### src/rtl/wbc_pkg.sv
package wbc_pkg;
    localparam int WBC_AW = 3;
    localparam int WBC_DW = 8;

    localparam logic [WBC_AW-1:0] WBC_A_CNT_LO = 3'd0;
    localparam logic [WBC_AW-1:0] WBC_A_CNT_HI = 3'd1;
    localparam logic [WBC_AW-1:0] WBC_A_CMP0   = 3'd2;
    localparam logic [WBC_AW-1:0] WBC_A_FLAGS  = 3'd6;
    localparam logic [WBC_AW-1:0] WBC_A_IEN    = 3'd7;

    typedef enum logic {
        BLK_OPEN = 1'b0,
        BLK_SHUT = 1'b1
    } blk_state_t;
endpackage

### src/rtl/wbc_blocker.sv
module wbc_blocker
    import wbc_pkg::*;
(
    input  logic clk,
    input  logic rst,
    input  logic commit,
    input  logic tick,
    output logic match_ok,
    output logic blocked
);
    blk_state_t state_q, state_d;

    always_ff @(posedge clk) begin
        if (rst) state_q <= BLK_OPEN;
        else     state_q <= state_d;
    end

    always_comb begin
        state_d = state_q;
        unique case (state_q)
            BLK_OPEN: if (commit) state_d = BLK_SHUT;          // ARM
            BLK_SHUT: begin
                if (commit)    state_d = BLK_SHUT;             // HOLD
                else if (tick) state_d = BLK_OPEN;             // RELEASE
            end
            default:  state_d = BLK_OPEN;
        endcase
    end

    always_comb begin
        blocked  = (state_q == BLK_SHUT);
        match_ok = tick && !commit && (state_q == BLK_OPEN);
    end
endmodule

### src/rtl/wbc_counter.sv
module wbc_counter #(
    parameter int CNT_W = 16
) (
    input  logic             clk,
    input  logic             rst,
    input  logic             tick,
    input  logic             load,
    input  logic [CNT_W-1:0] load_val,
    output logic [CNT_W-1:0] cnt,
    output logic             wrap
);
    localparam logic [CNT_W-1:0] MAXV = '1;

    always_ff @(posedge clk) begin
        if (rst)       cnt <= '0;
        else if (load) cnt <= load_val;
        else if (tick) cnt <= cnt + 1'b1;
    end

    assign wrap = tick && !load && (cnt == MAXV);
endmodule

### src/rtl/wbc_cmp_chan.sv
module wbc_cmp_chan
    import wbc_pkg::*;
#(
    parameter int CNT_W = 16
) (
    input  logic              clk,
    input  logic              rst,
    input  logic              wr_lo,
    input  logic              wr_hi,
    input  logic [WBC_DW-1:0] wdata,
    input  logic [CNT_W-1:0]  cnt,
    input  logic              match_ok,
    output logic [CNT_W-1:0]  cmp_val,
    output logic              hit
);
    logic [7:0] lo_q;

    always_ff @(posedge clk) begin
        if (rst)        lo_q <= '0;
        else if (wr_lo) lo_q <= wdata;
    end

    generate
        if (CNT_W > 8) begin : g_wide
            logic [CNT_W-9:0] hi_q;
            always_ff @(posedge clk) begin
                if (rst)        hi_q <= '0;
                else if (wr_hi) hi_q <= wdata[CNT_W-9:0];
            end
            assign cmp_val = {hi_q, lo_q};
        end else begin : g_narrow
            logic unused_hi;
            assign unused_hi = wr_hi;
            assign cmp_val   = lo_q;
        end
    endgenerate

    assign hit = match_ok && (cnt == cmp_val);
endmodule

### src/rtl/wbc_timer.sv
module wbc_timer
    import wbc_pkg::*;
#(
    parameter int CNT_W = 16,
    parameter int NCH   = 2
) (
    input  logic              clk,
    input  logic              rst,
    input  logic              tick,
    input  logic              bus_wr,
    input  logic [WBC_AW-1:0] bus_addr,
    input  logic [WBC_DW-1:0] bus_wdata,
    output logic [WBC_DW-1:0] bus_rdata,
    output logic [NCH-1:0]    cmp_irq,
    output logic              ovf_irq
);
    localparam int NFLG = NCH + 1;

    logic             cnt_commit;
    logic [CNT_W-1:0] load_val;
    logic [CNT_W-1:0] cnt_q;
    logic             wrap;
    logic             match_ok;
    logic             blocked;
    logic [7:0]       tmp_hi_q;
    logic [NCH-1:0]   hit;
    logic [NFLG-1:0]  flags_q, ien_q, set_vec, clr_vec;
    logic [15:0]      cnt_ext;
    logic [15:0]      cmp_ext [NCH];

    assign cnt_commit = bus_wr && (bus_addr == WBC_A_CNT_LO);
    assign load_val   = CNT_W'({tmp_hi_q, bus_wdata});

    always_ff @(posedge clk) begin
        if (rst)
            tmp_hi_q <= '0;
        else if (bus_wr && (bus_addr == WBC_A_CNT_HI) && (CNT_W > 8))
            tmp_hi_q <= bus_wdata;
    end

    wbc_counter #(.CNT_W(CNT_W)) u_cnt (
        .clk(clk), .rst(rst), .tick(tick), .load(cnt_commit),
        .load_val(load_val), .cnt(cnt_q), .wrap(wrap)
    );

    wbc_blocker u_blk (
        .clk(clk), .rst(rst), .commit(cnt_commit), .tick(tick),
        .match_ok(match_ok), .blocked(blocked)
    );

    generate
        for (genvar ch = 0; ch < NCH; ch++) begin : g_ch
            localparam logic [WBC_AW-1:0] LO_ADDR = WBC_AW'(WBC_A_CMP0 + 2*ch);
            localparam logic [WBC_AW-1:0] HI_ADDR = WBC_AW'(WBC_A_CMP0 + 2*ch + 1);
            logic [CNT_W-1:0] cmp_val;
            wbc_cmp_chan #(.CNT_W(CNT_W)) u_chan (
                .clk(clk), .rst(rst),
                .wr_lo(bus_wr && (bus_addr == LO_ADDR)),
                .wr_hi(bus_wr && (bus_addr == HI_ADDR)),
                .wdata(bus_wdata), .cnt(cnt_q), .match_ok(match_ok),
                .cmp_val(cmp_val), .hit(hit[ch])
            );
            assign cmp_ext[ch] = 16'(cmp_val);
        end
    endgenerate

    assign set_vec = {hit, wrap};
    assign clr_vec = (bus_wr && (bus_addr == WBC_A_FLAGS)) ? bus_wdata[NFLG-1:0] : '0;

    always_ff @(posedge clk) begin
        if (rst) begin
            flags_q <= '0;
            ien_q   <= '0;
        end else begin
            flags_q <= (flags_q & ~clr_vec) | set_vec;
            if (bus_wr && (bus_addr == WBC_A_IEN))
                ien_q <= bus_wdata[NFLG-1:0];
        end
    end

    assign ovf_irq = flags_q[0] & ien_q[0];
    assign cmp_irq = flags_q[NFLG-1:1] & ien_q[NFLG-1:1];

    assign cnt_ext = 16'(cnt_q);

    always_comb begin
        bus_rdata = '0;
        case (bus_addr)
            WBC_A_CNT_LO: bus_rdata = cnt_ext[7:0];
            WBC_A_CNT_HI: bus_rdata = cnt_ext[15:8];
            WBC_A_FLAGS:  bus_rdata = WBC_DW'(flags_q);
            WBC_A_IEN:    bus_rdata = WBC_DW'(ien_q);
            default: begin
                for (int c = 0; c < NCH; c++) begin
                    if (bus_addr == WBC_AW'(WBC_A_CMP0 + 2*c))
                        bus_rdata = cmp_ext[c][7:0];
                    if (bus_addr == WBC_AW'(WBC_A_CMP0 + 2*c + 1))
                        bus_rdata = cmp_ext[c][15:8];
                end
            end
        endcase
    end
endmodule

### config.mk
export PLATFORM = sky130hd
export DESIGN_NAME = wbc_timer
export DESIGN_NICKNAME = d
export VERILOG_FILES = /design/src/rtl/wbc_pkg.sv /design/src/rtl/wbc_blocker.sv /design/src/rtl/wbc_counter.sv /design/src/rtl/wbc_cmp_chan.sv /design/src/rtl/wbc_timer.sv
export SDC_FILE = /design/constraint.sdc
export NUM_CORES = 1
export LEC_CHECK = 0
export BUFFER_PORTS_ARGS = -buffer_cell sky130_fd_sc_hd__buf_2
export CAP_MARGIN = 20
export CORE_MARGIN = 2
export CORE_UTILIZATION = 60
export DETAILED_ROUTE_END_ITERATION = 10
export PLACE_DENSITY = 0.79
export SKIP_CTS_REPAIR_TIMING = 1
export SKIP_LAST_GASP = 1
export SLEW_MARGIN = 20
export SYNTH_ARGS = -nofsm -noshare
export SYNTH_HDL_FRONTEND = slang
export SYNTH_HIERARCHICAL = 1
export SYNTH_SLANG_ARGS = --single-unit
### constraint.sdc
create_clock -name clk -period 3.85 [get_ports clk]
set_clock_uncertainty 0.15 [all_clocks]
set_input_delay 0.9625 -clock clk [delete_from_list [all_inputs] [get_ports clk]]
set_output_delay 0.9625 -clock clk [all_outputs]
set_load 0.05 [all_outputs]
======== Yosys cells after proc, flatten, opt, wreduce, memory -nomap -nowiden ========
Cells that the tools add are included.
operators by class
  add/sub/neg operators ................... 1
  eq/ne operators ......................... 10
  multiplexer cells ....................... 12
  bitwise gates (word level) .............. 6
  reductions and logical operators ........ 16
operators with widths
  cell                                                 number
  equality test 16 bit                                 2
  2-to-1 mux 16 bit                                    2
  2-to-1 mux 8 bit                                     4
  one-hot mux 8 bit (4 select lines)                   1
  adder 16 x 1 -> 16 bit, second input constant        1
  equality test 16 bit, second input constant          1
  logical AND 1 bit                                    13
  equality test 3 bit, second input constant           4
  equality test 3 x 2 -> 1 bit, second input constant  2
  AND 3 bit                                            1
  equality test 3 x 1 -> 1 bit, second input constant  1
  zero test 3 bit                                      1
  2-to-1 mux 1 bit                                     3
  2-to-1 mux 3 bit                                     1
  NOT 3 bit                                            1
  OR 3 bit                                             1
  AND 2 bit                                            1
  one-hot mux 1 bit (2 select lines)                   1
  nonzero test 2 bit                                   1
  AND 1 bit                                            1
  zero test 1 bit                                      1
  NOT 1 bit                                            1
word-level totals
  register bits ........................... 63
  input port bits ......................... 15
  output and inout port bits .............. 11

======== Logic depth before layout (Yosys ltp) ========
Gate-level depths: netlist of the first run.
  depth in word-level cells ............... 7
  depth in mapped cells ................... 8

======== Hierarchy ========
Netlist of the first run, hierarchy kept.
by module, submodules not included
  module        instances  cells each  area each (um2)
  wbc_cmp_chan  2          74          739.5
  wbc_timer     1          109         1,032.2
  wbc_counter   1          117         977.2
  wbc_blocker   1          5           46.3

======== Worst setup path after synthesis of the first run ========
Ideal clock, no wire load.
  path type ............................... in2out
  start ................................... input bus_addr[1]
  end ..................................... output bus_rdata[3]
  arrival time ............................ 2,738 ps
  required time ........................... 2,738 ps
  path slack .............................. -1 ps
  stages on the path ...................... 4
  path through ............................ clkbuf_1 > and2b_1 > a21oi_1 > a221oi_1
between the ends
  word-level cells in the longest chain between the ends .. 6
  elaborated cells between the ends (all ways) .. 13
  those cells by class .................... eq/ne: 7; mux: 5; reduce/logical: 1
ends and longest elaborated chain
  what                                  line             RTL
  start, declared                       wbc_timer.sv:11  input logic [WBC_AW-1:0] bus_addr,
  equality test 3 x 2 -> 1 bit          wbc_timer.sv:95  if (bus_addr == WBC_AW'(WBC_A_CMP0 + 2*c))
  2-to-1 mux 8 bit                      wbc_timer.sv:95
  2-to-1 mux 8 bit                      wbc_timer.sv:97  if (bus_addr == WBC_AW'(WBC_A_CMP0 + 2*c + 1))
  2-to-1 mux 8 bit                      wbc_timer.sv:95
  2-to-1 mux 8 bit                      wbc_timer.sv:97
  one-hot mux 8 bit (4 select lines) *  wbc_timer.sv:88  case (bus_addr)
  end, declared                         wbc_timer.sv:13  output logic [WBC_DW-1:0] bus_rdata,
Every way passes the cells marked *; elsewhere a longest branch is shown, timed or not.

======== Worst setup path after layout of the first run ========
  start ................................... input bus_addr[0]
  end ..................................... output bus_rdata[0]
The elaborated chain is that of the path after synthesis.

==> reports/results.tsv, run 1 <==
metric	value	unit
status	finished clean	
CTS Buf Count	9	
Congestion Overflow GR	0	
Hold Crit Class	register to register	
internal power	1.043	mW
final hold vios	0	
Simple-Gate Fraction of Synth Area	21.73	%
Synth Flop Type	dfxtp_1	
IO buf count	25	
vias in the first global route	2818	
Critical Path Max Stage Delay	560	ps
First-pass DRT Iterations	5	
GRT busiest layer	met2	
vias per cell	6.274	
Final setup viols	0	
row cnt	27	
clk buf depth	2	
CP endpoint	bus_rdata[0]	
CTS root buf	clkbuf_8	
mux contribution to synthesized area	20.11	%
Worst EP arrival	2420	ps
WP depth	4	
Detailed Place HPWL	6.295	mm
Max-Cap Viols	0	
RSZ-0062 raised after global routing	false	
syn_area_per_cell	9.326	µm²
fin crit period	3537	ps
R2R setup slack	1530	ps
largest net degree at the start of global routing	28	
Slew HR	49.60	%
Die ar.	6521	µm²
Worst Reg-to-Reg Cells	4	
required time of the critical path	2740	ps
drt initial violations	123	
Peak VDD IR	0.3327	mV
synthesis-to-finish area growth	10.65	%
Slew Viols, Final	0	
post-synthesis xor/xnor area fraction	8.425	%
Placer Congestion	0.9275	
DRC viols	0	
clk_lat worst skew	340	ps
GR Util met2	46.08	%
Antenna Cells	0	
Tot GR Track Use	29.00	%
clk slew on worst S/H paths	70	ps
Adder-Cell Fraction of Synth Area	0.3540	%
clock group share of total power	38.2	%
met1 Use GR	40.37	%
WS Path Type	input port to primary output	
Crit. End Element	primary output	
Starting Density	63.03	%
fin crit share	91.86	%
final WL	8.903	mm
Design Area, Final	3911	µm²
NetSw	407.2	µW
Combinational Power Share	13.4	%
post-synth cell types	49	
fmax	282.8	MHz
most common cell after layout, fill and taps aside	nor2_1	
top area cells in the synthesized netlist	dfxtp_1 (36%), mux2i_1 (15%), nor2_1 (7.2%)	
area of the mapped netlist	3535	µm²
Die Y	80.76	µm
FF-to-FF Start	u_cnt/cnt[0]	
crit-path leading delay family	multiplexers	
cell mode on critical path	buf_2	
Finished Layout Cells	475	
CP max FO	19	
commonest cells after routing, fill and taps aside	nor2_1 (68), dfxtp_1 (63), mux2i_1 (53), buf_2 (25), xnor2_1 (24)	
setup TNS	0	ps
Final Util	69.75	%
slowest cell on the critical path	mux4_2	
grt met3 use	5.556	%
H-tree level count	3	
total power	1.450	mW
pwr dens	370.7	nW/µm²
CTS tree	built	
antenna violations before repair	0	
Post-synth EDFFs	0	
Syn Nets	395	
crit path cell chain	buf_2 > mux4_2 > mux2_2 > buf_2	
Leak Pwr	1.414	nW
Synth top area share	35.68	%
vias	2980	
RR Endpoint	u_cnt/cnt[10]	
die width	80.76	µm
placed cell count	460	
post-synthesis register bit count	63	
routed len/inst	18.74	µm
layout cells sized above 1	18.11	%
main combinational cell family by area after synthesis	simple AND/OR/NAND/NOR gates	
sw frac	28.08	%
post-route ant nets	0	
Synth Area in Compound Gates	9.805	%
Syn Inst Count	379	
Final #Nets	415	
placed inst area	3725	µm²
core area	5608	µm²
sequential power share	48.4	%
I/O pins	26	
Synth warnings	6	
critical path startpoint category	input port	
Slew @ Worst Pin	745.4	ps
Synth area leader	dfxtp_1	
post-synthesis sequential area ratio	35.68	%
global-route wire length before repair	14.23	mm
worst path bufs/invs	2	
Crit. Startpoint	bus_addr[0]	
Synth async-reset ratio	0	%
clk sinks	63	
[worst min-delay path, delay by kind of cell, from the launching register on]
family	cells	cell delay [ps]
DFF	1	310
and+or+nand+nor	1	80
AOI/OAI and AO/OA	1	50
[synthesized netlist by cell type (4+ instances only)]
master,count
xnor2_1,24
clkbuf_1,11
a21oi_1,7
or4_1,4
nor4_1,6
xor2_1,10
a311oi_1,8
mux2i_1,53
dfxtp_1,63
nor3b_1,5
o31ai_1,4
a221oi_1,5
nand2_1,16
o21a_1,5
buf_2,8
nor2b_1,10
nor3_1,4
buf_4,4
nor2_1,68
mux2_2,4
nand4_1,10
a2111oi_1,4
mux4_2,6
[metal layers]
| layer | vias to the layer above | wire (µm) |
|---|---|---|
| li1 | 1410 | - |
| met1 | 1487 | 4055 |
| met2 | 69 | 4276 |
| met3 | 14 | 418 |
| met4 | 0 | 153 |
| met5 | - | 0 |
[metrics by stage]
step | hold slack [ps] | setup WS (ps)
after floorplan | 307.2 | 464.4
after global placement | 322.5 | 342.4
after detailed placement | 330.3 | 316.9
after CTS | 338.0 | 319.1
after global routing | 362.2 | 247.5
final | 340.1 | 313.5
[flip-flops by register name, indices dropped and copies added (netlist names)]
register / cells
g_ch.u_chan/g_wide.hi_q: 16
g_ch.u_chan/lo_q: 16
u_cnt/cnt: 16
tmp_hi_q: 8
flags_q: 3
ien_q: 3
u_blk/blocked: 1
[worst min path at each step]
stage                              from  cells past startpoint  slack, ps             to
after CTS                   tmp_hi_q[4]                      2        340  u_cnt/cnt[12]
after floorplan           u_blk/blocked                      2        310  u_blk/blocked
after global routing        tmp_hi_q[1]                      2        360   u_cnt/cnt[9]
final                       tmp_hi_q[4]                      2        340  u_cnt/cnt[12]
after global placement    u_blk/blocked                      2        320  u_blk/blocked
after detailed placement    tmp_hi_q[1]                      2        330   u_cnt/cnt[9]
[area by class of cell]
type / instances / area, µm²
clock inverters: 6 / 62.56
flip-flops and latches: 63 / 1261
clock buffers: 9 / 123.9
multi-input cells: 288 / 2173
well taps: 72 / 90.09
inverters: 4 / 15.01
repair buffers: 33 / 185.2
fillers: 464 / 1697
[cells by family after synthesis]
logic type,count (synthesis)
muxes,63
AOI/OAI and AO/OA,43
adders and majority gates,1
and+or+nand+nor,147
xor gates and xnor gates,34
buffers and inverters,28
DFF,63
[power by group through the flow]
stage	sequential, mW	combinational [mW]	clock (mW)
floorplan	0.706	0.141	0
global placement	0.715	0.185	0
detailed placement	0.716	0.190	0
CTS	0.701	0.191	0.562
global route	0.704	0.208	0.588
finish	0.702	0.194	0.554
Power figures use the tool's default switching activity.
==> inputs of run 2 (changes only) <==
--- a/config.mk
+++ b/config.mk
@@ -8,13 +8,12 @@
 export BUFFER_PORTS_ARGS = -buffer_cell sky130_fd_sc_hd__buf_2
 export CAP_MARGIN = 20
 export CORE_MARGIN = 2
-export CORE_UTILIZATION = 60
+export CORE_UTILIZATION = 65
 export DETAILED_ROUTE_END_ITERATION = 10
-export PLACE_DENSITY = 0.79
+export PLACE_DENSITY = 0.85
 export SKIP_CTS_REPAIR_TIMING = 1
 export SKIP_LAST_GASP = 1
 export SLEW_MARGIN = 20
 export SYNTH_ARGS = -nofsm -noshare
 export SYNTH_HDL_FRONTEND = slang
-export SYNTH_HIERARCHICAL = 1
 export SYNTH_SLANG_ARGS = --single-unit
==> constraint.sdc (replaced) <==
create_clock -name clk -period 3.85 [get_ports clk]
set_clock_uncertainty 0.15 [all_clocks]
set_input_delay 0.385 -clock clk [delete_from_list [all_inputs] [get_ports clk]]
set_output_delay 0.385 -clock clk [all_outputs]
set_load 0.05 [all_outputs]
==> reports/results.tsv, run 2 <==
metric	value	unit
final WL	9.238	mm
Final setup viols	0	
Syn Nets	426	
synth cell count leaders	nand2_1 (92), dfxtp_1 (63), a21oi_1 (42), xor2_1 (34), nor2_1 (22)	
antenna violations before repair	0	
IO buf count	25	
Syn Inst Count	410	
Crit. End Element	primary output	
pwr dens	384.2	nW/µm²
hold path depth	3	
RR Endpoint	u_cnt.cnt[15]	
layout cells sized above 1	18.51	%
routed len/inst	18.93	µm
Final #Nets	428	
die width	78.76	µm
CTS root buf	clkbuf_8	
post-route ant nets	0	
setup TNS	0	ps
Leak Pwr	1.492	nW
clk slew on worst S/H paths	70	ps
Worst Reg-to-Reg Cells	4	
Detailed Place HPWL	6.450	mm
vias	3024	
syn_area_per_cell	8.859	µm²
biggest regs	g_ch.u_chan.g_wide.hi_q x16, g_ch.u_chan.lo_q x16, u_cnt.cnt x16	
R2R setup slack	1800	ps
RSZ-0062 raised after global routing	false	
required time of the critical path	3310	ps
Antenna Cells	0	
clk buf depth	2	
core area	5439	µm²
clk_lat worst skew	370	ps
status	finished clean	
Placer Congestion	0.9593	
CTS Buf Count	9	
vias in the first global route	2799	
clk sinks	63	
most common cell after layout, fill and taps aside	nand2_1	
Starting Density	66.78	%
final hold vios	0	
Slew HR	27.93	%
worst slack, placed	1389	ps
post-synthesis register bit count	63	
Design Area, Final	3797	µm²
Synth top area share	34.72	%
placed cell count	473	
critical path startpoint category	input port	
WS Path Type	input port to primary output	
Final WS setup	1471	ps
commonest cells after routing, fill and taps aside	nand2_1 (92), dfxtp_1 (63), a21oi_1 (42), xor2_1 (34), buf_2 (25)	
CTS tree	built	
H-tree level count	3	
Finished Layout Cells	488	
Synth warnings	0	
post-synth cell types	43	
I/O pins	26	
Hold Crit Class	input port to register	
area of the mapped netlist	3632	µm²
top area cells in the synthesized netlist	dfxtp_1 (35%), nand2_1 (9.5%), xor2_1 (8.2%)	
Worst EP arrival	1840	ps
fin crit period	2379	ps
CP max FO	20	
Peak VDD IR	0.3219	mV
First-pass DRT Iterations	5	
placed inst area	3600	µm²
DRC viols	0	
drt initial violations	274	
Max-Cap Viols	0	
Synth area leader	dfxtp_1	
row cnt	27	
Slew Viols, Final	0	
global-route wire length before repair	14.58	mm
Post-synth EDFFs	0	
worst hold start	bus_wdata[5]	
vias per cell	6.197	
Tot GR Track Use	31.70	%
post-synthesis sequential area ratio	34.72	%
dominant cell by count in the synthesized netlist	nand2_1	
fmax	420.4	MHz
Die Y	78.76	µm
synthesis-to-finish area growth	4.547	%
Worst Hold End	g_ch[0].u_chan.lo_q[5]	
FF-to-FF Start	u_cnt.cnt[5]	
Synth Flop Type	dfxtp_1	
Synth async-reset ratio	0	%
Slew @ Worst Pin	1073	ps
Die ar.	6202	µm²
Crit. Startpoint	bus_addr[2]	
largest net degree at the start of global routing	40	
fin crit share	61.79	%
Congestion Overflow GR	0	
[run 2: final cells by class]
class	count	area, µm²
Timing Repair Buffer	27	140.1
Tap cell	72	90.09
Fill cell	430	1642
Clock inverter	3	42.54
Clock buffer	12	155.1
Sequential cell	63	1261
Inverter	6	22.52
Multi-Input combinational cell	305	2086
[run 2: worst max-delay path: stages]
cell and delay, ps:
buf_2 350, mux4_1 600, mux2_2 280, buf_2 210
[run 2: through the flow]
| step | utilization (%) | hold WS [ps] | total power [mW] |
|---|---|---|---|
| floorplan | - | 286.7 | 0.8433 |
| global placement | 66.18 | 297.1 | 0.8729 |
| detailed placement | 66.18 | 304.4 | 0.8777 |
| CTS | 69.82 | 184.4 | 1.457 |
| global route | 69.82 | 193.1 | 1.506 |
| finish | 69.82 | 194.1 | 1.459 |
[run 2: logic make-up (layout without fill, tap and decap cells)]
family	count (synthesis)	count (layout)	synth area share (%)
buf+inv	42	48	7.854
simple gates	170	170	23.05
fa+ha+maj	1	1	0.3444
compound gates	67	67	13.06
mux	24	24	10.61
flops	63	63	34.72
xor+xnor	43	43	10.37
[run 2: power breakdown]
part / switching, mW / internal (mW) / total, mW
clock network: 0.261 / 0.329 / 0.591
logic: 0.0995 / 0.0636 / 0.163
registers: 0.0332 / 0.672 / 0.705
total: 0.394 / 1.06 / 1.46
[run 2: worst max-delay path by stage]
stage                         end
finish               bus_rdata[1]
global route         bus_rdata[1]
CTS                  bus_rdata[1]
detailed placement  u_cnt.cnt[15]
global placement    u_cnt.cnt[15]
floorplan            bus_rdata[3]
[run 2: per-layer routing]
metal,wire length [µm],up-vias,global-route usage (%),part of all wire [%]
met5,0,-,0,0
met4,199,0,10.88,2.2
met3,939,22,11.36,10
met2,4314,166,47.61,47
met1,3785,1423,42.44,41
li1,-,1413,-,-
